--- src/rtl/dma_route_pkg.sv ---
package dma_route_pkg;

    localparam int NCH = 8;
    localparam int DW  = 32;
    localparam int AW  = 16;
    localparam int CW  = 8;
    localparam int CHW = $clog2(NCH);

    typedef struct packed {
        logic           audio;
        logic [CHW-1:0] chan;
        logic [DW-1:0]  data;
    } fifo_word_t;

    // Audio words carry the tag in their low bits; those bits are cleared.
    function automatic logic [DW-1:0] strip_tag(fifo_word_t w);
        logic [DW-1:0] r;
        r = w.data;
        if (w.audio) r[CHW-1:0] = '0;
        return r;
    endfunction

endpackage

--- src/rtl/word_fifo.sv ---
module word_fifo
    import dma_route_pkg::*;
#(
    parameter int DEPTH = 4
) (
    input  logic       clk,
    input  logic       rst,
    input  logic       push,
    input  fifo_word_t din,
    input  logic       pop,
    output fifo_word_t dout,
    output logic       empty,
    output logic       full
);
    localparam int PW = (DEPTH > 1) ? $clog2(DEPTH) : 1;
    localparam int CNTW = $clog2(DEPTH + 1);

    fifo_word_t          store [DEPTH];
    logic [PW-1:0]       wr_ptr, rd_ptr;
    logic [CNTW-1:0]     fill;
    logic                do_push, do_pop;

    assign full    = (fill == CNTW'(DEPTH));
    assign empty   = (fill == '0);
    assign do_push = push && !full;
    assign do_pop  = pop && !empty;
    assign dout    = store[rd_ptr];

    function automatic logic [PW-1:0] bump(logic [PW-1:0] p);
        return (p == PW'(DEPTH - 1)) ? '0 : p + 1'b1;
    endfunction

    always_ff @(posedge clk) begin
        if (rst) begin
            wr_ptr <= '0;
            rd_ptr <= '0;
            fill   <= '0;
        end else begin
            if (do_push) begin
                store[wr_ptr] <= din;
                wr_ptr        <= bump(wr_ptr);
            end
            if (do_pop) rd_ptr <= bump(rd_ptr);
            case ({do_push, do_pop})
                2'b10:   fill <= fill + 1'b1;
                2'b01:   fill <= fill - 1'b1;
                default: fill <= fill;
            endcase
        end
    end
endmodule

--- src/rtl/dma_chan_ctx.sv ---
module dma_chan_ctx
    import dma_route_pkg::*;
(
    input  logic          clk,
    input  logic          rst,
    input  logic          cfg_we,
    input  logic [AW-1:0] cfg_base,
    input  logic [AW-1:0] cfg_mod,
    input  logic [CW-1:0] cfg_count,
    input  logic          enable,
    input  logic          wr,
    output logic [AW-1:0] cur_addr,
    output logic          active,
    output logic          status,
    output logic          done
);
    logic [AW-1:0] base_q, mod_q;
    logic [CW-1:0] count_q, remain;
    logic          touched, en_q;

    assign done   = wr && active && (remain == CW'(1));
    assign status = !touched || active;

    always_ff @(posedge clk) begin
        if (rst) begin
            base_q   <= '0;
            mod_q    <= '0;
            count_q  <= '0;
            touched  <= 1'b0;
            en_q     <= 1'b0;
            cur_addr <= '0;
            remain   <= '0;
            active   <= 1'b0;
        end else begin
            en_q <= enable;
            if (cfg_we) begin
                base_q  <= cfg_base;
                mod_q   <= cfg_mod;
                count_q <= cfg_count;
                touched <= 1'b1;
            end
            if (enable && !en_q) begin
                cur_addr <= base_q;
                remain   <= count_q;
                active   <= (count_q != '0);
            end else if (!enable) begin
                active <= 1'b0;
            end else if (wr && active) begin
                cur_addr <= cur_addr + mod_q;
                remain   <= remain - 1'b1;
                if (remain == CW'(1)) active <= 1'b0;
            end
        end
    end
endmodule

--- src/rtl/irq_latch_bank.sv ---
module irq_latch_bank
    import dma_route_pkg::*;
(
    input  logic           clk,
    input  logic           rst,
    input  logic [NCH-1:0] set,
    input  logic           clr,
    output logic [NCH-1:0] q
);
    always_ff @(posedge clk) begin
        if (rst) q <= '0;
        else     q <= (clr ? '0 : q) | set;
    end
endmodule

--- src/rtl/fifo_route_dma.sv ---
module fifo_route_dma
    import dma_route_pkg::*;
#(
    parameter int DEPTH = 4
) (
    input  logic           clk,
    input  logic           rst,
    input  logic           in_valid,
    input  logic           in_audio,
    input  logic [CHW-1:0] in_chan,
    input  logic [DW-1:0]  in_data,
    output logic           in_drop,
    output logic           fifo_full,
    input  logic           cfg_we,
    input  logic [CHW-1:0] cfg_chan,
    input  logic [AW-1:0]  cfg_base,
    input  logic [AW-1:0]  cfg_mod,
    input  logic [CW-1:0]  cfg_count,
    input  logic           dma_en,
    input  logic [NCH-1:0] chan_en,
    output logic [NCH-1:0] chan_status,
    input  logic           mem_ready,
    output logic           mem_we,
    output logic [AW-1:0]  mem_addr,
    output logic [DW-1:0]  mem_data,
    input  logic           irq_rd,
    input  logic           irq_shadow_rd,
    output logic [NCH-1:0] irq_rdata,
    output logic           err_flag
);
    fifo_word_t     in_word, head;
    logic           fifo_empty, pop, wr_hit;
    logic [CHW-1:0] head_chan;
    logic [NCH-1:0] chan_active, chan_done;
    logic [AW-1:0]  cur_addr [NCH];

    assign in_word = '{audio: in_audio, chan: in_chan, data: in_data};
    assign in_drop = in_valid && fifo_full;

    word_fifo #(.DEPTH(DEPTH)) u_fifo (
        .clk   (clk),
        .rst   (rst),
        .push  (in_valid),
        .din   (in_word),
        .pop   (pop),
        .dout  (head),
        .empty (fifo_empty),
        .full  (fifo_full)
    );

    assign head_chan = head.chan;
    assign pop       = !fifo_empty && mem_ready;
    assign wr_hit    = pop && dma_en && chan_en[head_chan] && chan_active[head_chan];

    assign mem_we   = wr_hit;
    assign mem_addr = cur_addr[head_chan];
    assign mem_data = strip_tag(head);

    for (genvar c = 0; c < NCH; c++) begin : g_ch
        dma_chan_ctx u_ctx (
            .clk       (clk),
            .rst       (rst),
            .cfg_we    (cfg_we && (cfg_chan == CHW'(c))),
            .cfg_base  (cfg_base),
            .cfg_mod   (cfg_mod),
            .cfg_count (cfg_count),
            .enable    (dma_en && chan_en[c]),
            .wr        (wr_hit && (head_chan == CHW'(c))),
            .cur_addr  (cur_addr[c]),
            .active    (chan_active[c]),
            .status    (chan_status[c]),
            .done      (chan_done[c])
        );
    end

    irq_latch_bank u_irq (
        .clk (clk),
        .rst (rst),
        .set (chan_done),
        .clr (irq_rd),
        .q   (irq_rdata)
    );

    // Shadow reads see the same latch and have no side effect.
    logic unused_shadow;
    assign unused_shadow = irq_shadow_rd;

    always_ff @(posedge clk) begin
        if (rst)                  err_flag <= 1'b0;
        else if (pop && !wr_hit)  err_flag <= 1'b1;
    end
endmodule


--- config.mk ---
export PLATFORM = sky130hd
export DESIGN_NAME = fifo_route_dma
export DESIGN_NICKNAME = d
export VERILOG_FILES = /design/src/rtl/dma_route_pkg.sv /design/src/rtl/word_fifo.sv /design/src/rtl/dma_chan_ctx.sv /design/src/rtl/irq_latch_bank.sv /design/src/rtl/fifo_route_dma.sv
export SDC_FILE = /design/constraint.sdc
export NUM_CORES = 2
export LEC_CHECK = 0
export CORE_MARGIN = 1
export CORE_UTILIZATION = 40
export CTS_BUF_LIST = sky130_fd_sc_hd__clkbuf_16
export CTS_CLUSTER_DIAMETER = 30
export DETAILED_ROUTE_END_ITERATION = 6
export GPL_ROUTABILITY_DRIVEN = 0
export PLACE_DENSITY_LB_ADDON = 0.15
export SYNTH_ARGS = -nofsm -noshare
export SYNTH_HDL_FRONTEND = slang
export SYNTH_SLANG_ARGS = --single-unit
--- constraint.sdc ---
create_clock -name clk -period 7.98 [get_ports clk]
set_input_delay 1.596 -clock clk [delete_from_list [all_inputs] [get_ports clk]]
set_output_delay 1.596 -clock clk [all_outputs]
set_load 0.02 [all_outputs]
== Word level (Yosys, flattened, before mapping) ==
Memories as Yosys holds them, arrays and structs flattened. A register that Yosys moved wholly into a read port is not among the register bits.
Index checks and enable logic that the tools add are counted.

* Bits in registers: 552
* Latch bits: 0
* Memory bits (writable): 144
* ROM bits: 0
* Output and inout port bits: 68
* Word-level logic and storage cells: 361
* Memories: 1

{| class="wikitable"
|+ Memories
! memory !! words !! width !! read ports !! clocked after memory_dff !! wr ports !! line !! RTL
|-
| u_fifo.store || 4 || 36 || 1 || 1 || 1 || word_fifo.sv:18 || <nowiki>fifo_word_t store [DEPTH];</nowiki>
|}

* Add/sub/neg operators: 20
* Multipliers: 0
* Div/mod/pow operators: 0
* Order comparisons: 2
* Equality and inequality tests: 43
* Shift operators: 0
* Mux-type cells: 97
* Bitwise logic cells: 2
* Reductions and logical operators: 127

{| class="wikitable"
|+ Operators by type and width
! kind !! count
|-
| two-way mux 16 bit || 26
|-
| two-way mux 8 bit || 25
|-
| adder 16 bit || 8
|-
| equality test 8 x 1 -> 1 bit, second input constant || 8
|-
| nonzero test 8 bit || 8
|-
| subtractor 8 x 1 -> 8 bit, second input constant || 8
|-
| logical AND 1 bit || 56
|-
| binary-select mux 16 bit (select 3 bit) || 1
|-
| inequality test 3 bit, second input constant || 16
|-
| two-way mux 1 bit || 37
|-
| nonzero test 2 bit || 17
|-
| AND reduction 2 bit || 16
|-
| equality test 3 bit, second input constant || 9
|-
| logical NOT 1 bit || 19
|-
| equality test 3 x 2 -> 1 bit, second input constant || 4
|-
| logical NOT 3 bit || 3
|-
| logical OR 1 bit || 8
|-
| two-way mux 2 bit || 4
|-
| bitwise OR 8 bit || 1
|-
| binary-select mux 1 bit (select 3 bit) || 2
|-
| equality test 2 bit, second input constant || 3
|-
| equality test 3 x 1 -> 1 bit, second input constant || 2
|-
| case mux 3 bit (2 select lines) || 1
|-
| adder 2 x 1 -> 2 bit, second input constant || 2
|-
| 7 further kinds || 7
|}

== Depth between registers and ports, before layout ==
* Word-level depth: 11
* Depth in mapped cells: 12
* Gate-level depth less buffers: 12

== Modules after synthesis ==
Synthesis repeated with hierarchy kept, for this count alone.

* Cells, all modules: 3547
* Area total of the unflattened synthesis: 34642.0 sq um

{| class="wikitable"
|+ By module, submodules not included
! module !! instances !! cells each !! area an instance (sq um) !! seq. area each (sq um)
|-
| dma_chan_ctx at g_ch[1].u_ctx ... || 4 || 385 || 3337.0 || 1341.3
|-
| dma_chan_ctx at g_ch[5].u_ctx ... || 3 || 408 || 3535.9 || 1341.3
|-
| word_fifo || 1 || 242 || 5675.4 || 4504.3
|-
| dma_chan_ctx at g_ch[0].u_ctx || 1 || 394 || 3392.0 || 1341.3
|-
| fifo_route_dma || 1 || 114 || 1315.0 || 20.0
|-
| irq_latch_bank || 1 || 33 || 304.0 || 160.2
|}

== Worst setup path after synthesis ==
OpenSTA, ideal clock, no wires.

* Kind: input-to-output
* Start: in chan_en[4]
* End: out mem_we
* Arrival time: 2.681 ns
* Path slack: 3.703 ns
* Stages on the path: 4
* Path through: nand2_1 o211ai_1 a21oi_1 nor4_1

* Word-level cells in the longest chain between the ends: 4

{| class="wikitable"
|+ Ends and longest elaborated chain
! item !! line !! RTL
|-
| start: declaration || fifo_route_dma.sv:20 || <nowiki>input logic [NCH-1:0] chan_en,</nowiki>
|-
| binary-select mux 1 bit (select 3 bit) || fifo_route_dma.sv:53 || <nowiki>assign wr_hit = pop && dma_en && chan_en[head_chan] && chan_active[head_chan];</nowiki>
|-
| two-way mux 1 bit (implied by the code) || fifo_route_dma.sv:53 ||
|-
| logical AND 1 bit (2 in series) || fifo_route_dma.sv:53 ||
|-
| end: declaration || fifo_route_dma.sv:23 || <nowiki>output logic mem_we,</nowiki>
|}

Every way passes these cells. The select of a mux whose other input is x is not followed.

==> run summary <==
Int Pwr: 8.80 mW
Die Ht: 291 um
Dpl hpwl: 72.8 mm
Largest net degree at the start of global routing: 191
Hold path startpoint: g_ch[7].u_ctx.base_q[9]
Storage element area: 0.0154 mm2
Hold EP: g_ch[7].u_ctx.base_q[9]
Synthesized cell area: 0.0335 mm2
CP max stage cell: nor4_1
CTS Hold Bufs: 0
Sequential area share after synthesis: 0.460
Main synth FF type: dfxtp_1
# fillers: 7821
Drt drc: 0
Status: complete, no violations
Layout cells sized above 1: 0.108
Switching Fraction: 0.265
Normalized max-slew margin: 0.121
Clock-pin slew on the worst setup and hold paths: 0.05 ns
Post-DP Area: 0.0358 mm2
Initial antenna violation count: 22
Num CTS Buffers: 164
P&R area growth vs syn: 23.3%
Synthesized area per cell: 8.84 um2
Final setup slack of the worst path: 1.41 ns
Final net count: 4146
DR WL/cell: 22.2 um
Clk Tree Root Cell: clkbuf_16
WS Path Type: flop to output pin
Grt ovf: 0
Worst slew pin tran: 1.31 ns
WHS Path Cells: 2
Final setup fails: 0
Die Width: 291 um
Synth Net Count: 4035
Via count: 28400
Post-synth EDFFs: 144
Post-layout min period: 6.57 ns
Footprint of the multi-input gates: 0.0168 mm2
First-pass DRT Iterations: 6
Via density: 5.56
First-pass GRT wire length: 170 mm
R2R depth: 8
CP Capture Type: output pin
Worst Path Required: 6.38 ns
Max-Cap Viols: 0
Clock power frac: 0.555
Leakage power: 15.2 nW
Max frequency: 152 MHz
Core box area: 0.0825 mm2
CP top delay family: buffers and inverters
Psw: 3.18 mW
Drt total wl: 113 mm
Ys Warns: 0
Std cell rows: 105
Clk_skew: 0.0221 ns
Slew Limit Fails: 0
P per Cell Area: 290 mW/mm2
ANT nets after route: 0
RSZ-0062 raised after global routing: no
Setup repair bufs after CTS: 0
VDD IR max: 0.000238 V
Crit path cell chain: mux4_2 > buf_4 > o211ai_1 > a21oi_1 > nor4_1 > clkdlybuf4s50_1
Crit path max fanout: 23
Port bufs: 161
Async SR Flop Fraction: 0
Top-area cell type share of the netlist area: 0.331
R2r endpoint: g_ch[0].u_ctx.remain[5]
Final Instance Area: 0.0413 mm2
CTS tree: built
Clk sinks: 698
Clk buf depth: 3
Mapped Cells: 3789
GRT Resource Usage Total: 0.265
Ranking of synthesized cells by area: dfxtp_1 (33%), edfxtp_1 (13%), nand2_1 (9.5%)
Place WS: 1.77 ns
Final hold violation count: 0
Yosys top cell by area: dfxtp_1
Die area: 0.0849 mm2
Synthesized flop and latch total: 698
Post_cts resized: 0
Logic pwr share: 0.120
Worst path max stage delay: 0.94 ns
DR iter-0 viols: 2233
Synth cell types: 82
Arr. time, crit path: 4.98 ns
Clock Latency Late Sink: 0.75 ns
Buf+Inv Stages, Crit Path: 2
Setup TNS: 0 ns
Vias in the first global route: 27000
Hold crit path type: flop to flop
Flop2flop setup slack: 3.60 ns
Crit share post-route: 0.824
I/O pin total: 163
Reg power frac: 0.325
Critical path startpoint category: flop
Starting density of the core: 0.406
H-tree levels: 4
## power groups by stage
| stage | clock network, mW | registers [mW] | logic [mW] |
|---|---|---|---|
| after floorplan | 0 | 3.88 | 0.932 |
| after global placement | 0 | 3.96 | 1.42 |
| after detailed placement | 0 | 3.96 | 1.43 |
| after CTS | 6.73 | 3.90 | 1.44 |
| after global routing | 6.93 | 3.91 | 1.53 |
| final | 6.65 | 3.90 | 1.43 |
## worst max-delay path by stage
| stage | from | end | cells after the start |
|---|---|---|---|
| floorplan | chan_en[4] | mem_we | 4 |
| global placement | mem_ready | mem_we | 6 |
| detailed placement | mem_ready | mem_we | 6 |
| CTS | flop | mem_we | 6 |
| global route | flop | mem_we | 6 |
| finish | flop | mem_we | 6 |
## logic make-up after synthesis
| family | count (synthesis) | synth area share |
|---|---|---|
| AOI/OAI and AO/OA | 873 | 0.155 |
| and+or+nand+nor | 1510 | 0.197 |
| buffers and inverters | 332 | 0.0411 |
| muxes | 98 | 0.0553 |
| DFF | 698 | 0.460 |
| adders and majority gates | 151 | 0.0584 |
| xor gates and xnor gates | 127 | 0.0332 |
## cells in the mapped netlist, drive strengths merged, types with 4 or more instances
master   number
nand2       844
dfxtp       554
a21oi       454
nor2        258
clkbuf      216
edfxtp      144
ha          142
o21ai       131
nor3        129
a211oi       92
xnor2        78
inv          71
mux4         68
nor4         50
xor2         49
buf          44
nand3        44
a311oi       39
nor2b        38
or3          34
nand2b       32
a21o         30
o211ai       22
a31oi        19
and3         18
and2         17
mux2         16
or2          15
mux2i        14
nand4        13
a2111oi      11
fa            9
o41ai         9
a21boi        8
o21a          8
o21bai        6
o31ai         6
nand3b        5
o221ai        5
a31o          4
nor4b         4
## flip-flops by register name, summed over array words and instances (netlist names), 2 cells and up, named ones only
signal               flops
g_ch.u_ctx.base_q      128
u_fifo.rd_ptr            2
g_ch.u_ctx.remain       64
g_ch.u_ctx.touched       8
u_fifo.wr_ptr            2
u_irq.q                  8
g_ch.u_ctx.en_q          8
u_fifo.store           144
g_ch.u_ctx.count_q      64
g_ch.u_ctx.mod_q       128
g_ch.u_ctx.cur_addr    128
g_ch.u_ctx.active        8
u_fifo.fill              3
## final cells by class
type                            count  area share
Multi-Input combinational cell   2759       0.406
Sequential cell                   698       0.373
Clock buffer                      167       0.101
Timing Repair Buffer              205      0.0474
Clock inverter                    141      0.0332
Tap cell                         1070      0.0324
Inverter                           72     0.00654
Antenna cell                        2    0.000121
## routing by layer
layer  part of all wire  routed length (um)  global-route usage
met4              0.031                3550              0.0994
met2               0.44               50500               0.410
met5             0.0027                 307              0.0142
met3              0.079                9000              0.0628
met1               0.44               50200               0.358
## layout by cell type, fill, tap and decap left out, drive strengths merged, types with 78 or more instances in the layout
cell type,Yosys,final
nor3,129,129
dfxtp,554,554
clkbuf,216,167
nor2,258,258
edfxtp,144,144
a21oi,454,454
nand2,844,844
inv,71,109
a211oi,92,92
ha,142,142
o21ai,131,131
xnor2,78,78
clkdlybuf4s50,0,160
## metrics by stage
step	power, mW	utilization	hold WS, ns	instances
floorplan	4.82	-	0.432	3789
global placement	5.38	0.433	0.439	4804
detailed placement	5.39	0.433	0.443	4804
CTS	12.1	0.501	0.449	5112
global route	12.4	0.501	0.463	5113
finish	12.0	0.501	0.448	5114
## worst register-to-register path: stages, from the launching register on
cell      delay [ns]
dfxtp_2         0.89
mux4_2          0.98
buf_4           0.41
nor2_2          0.21
and4_1          0.79
nand3_1         0.44
o21ai_0         0.29
nor2b_1         0.18
a311oi_1        0.06
No activity file was read; power rests on OpenSTA's default activity.
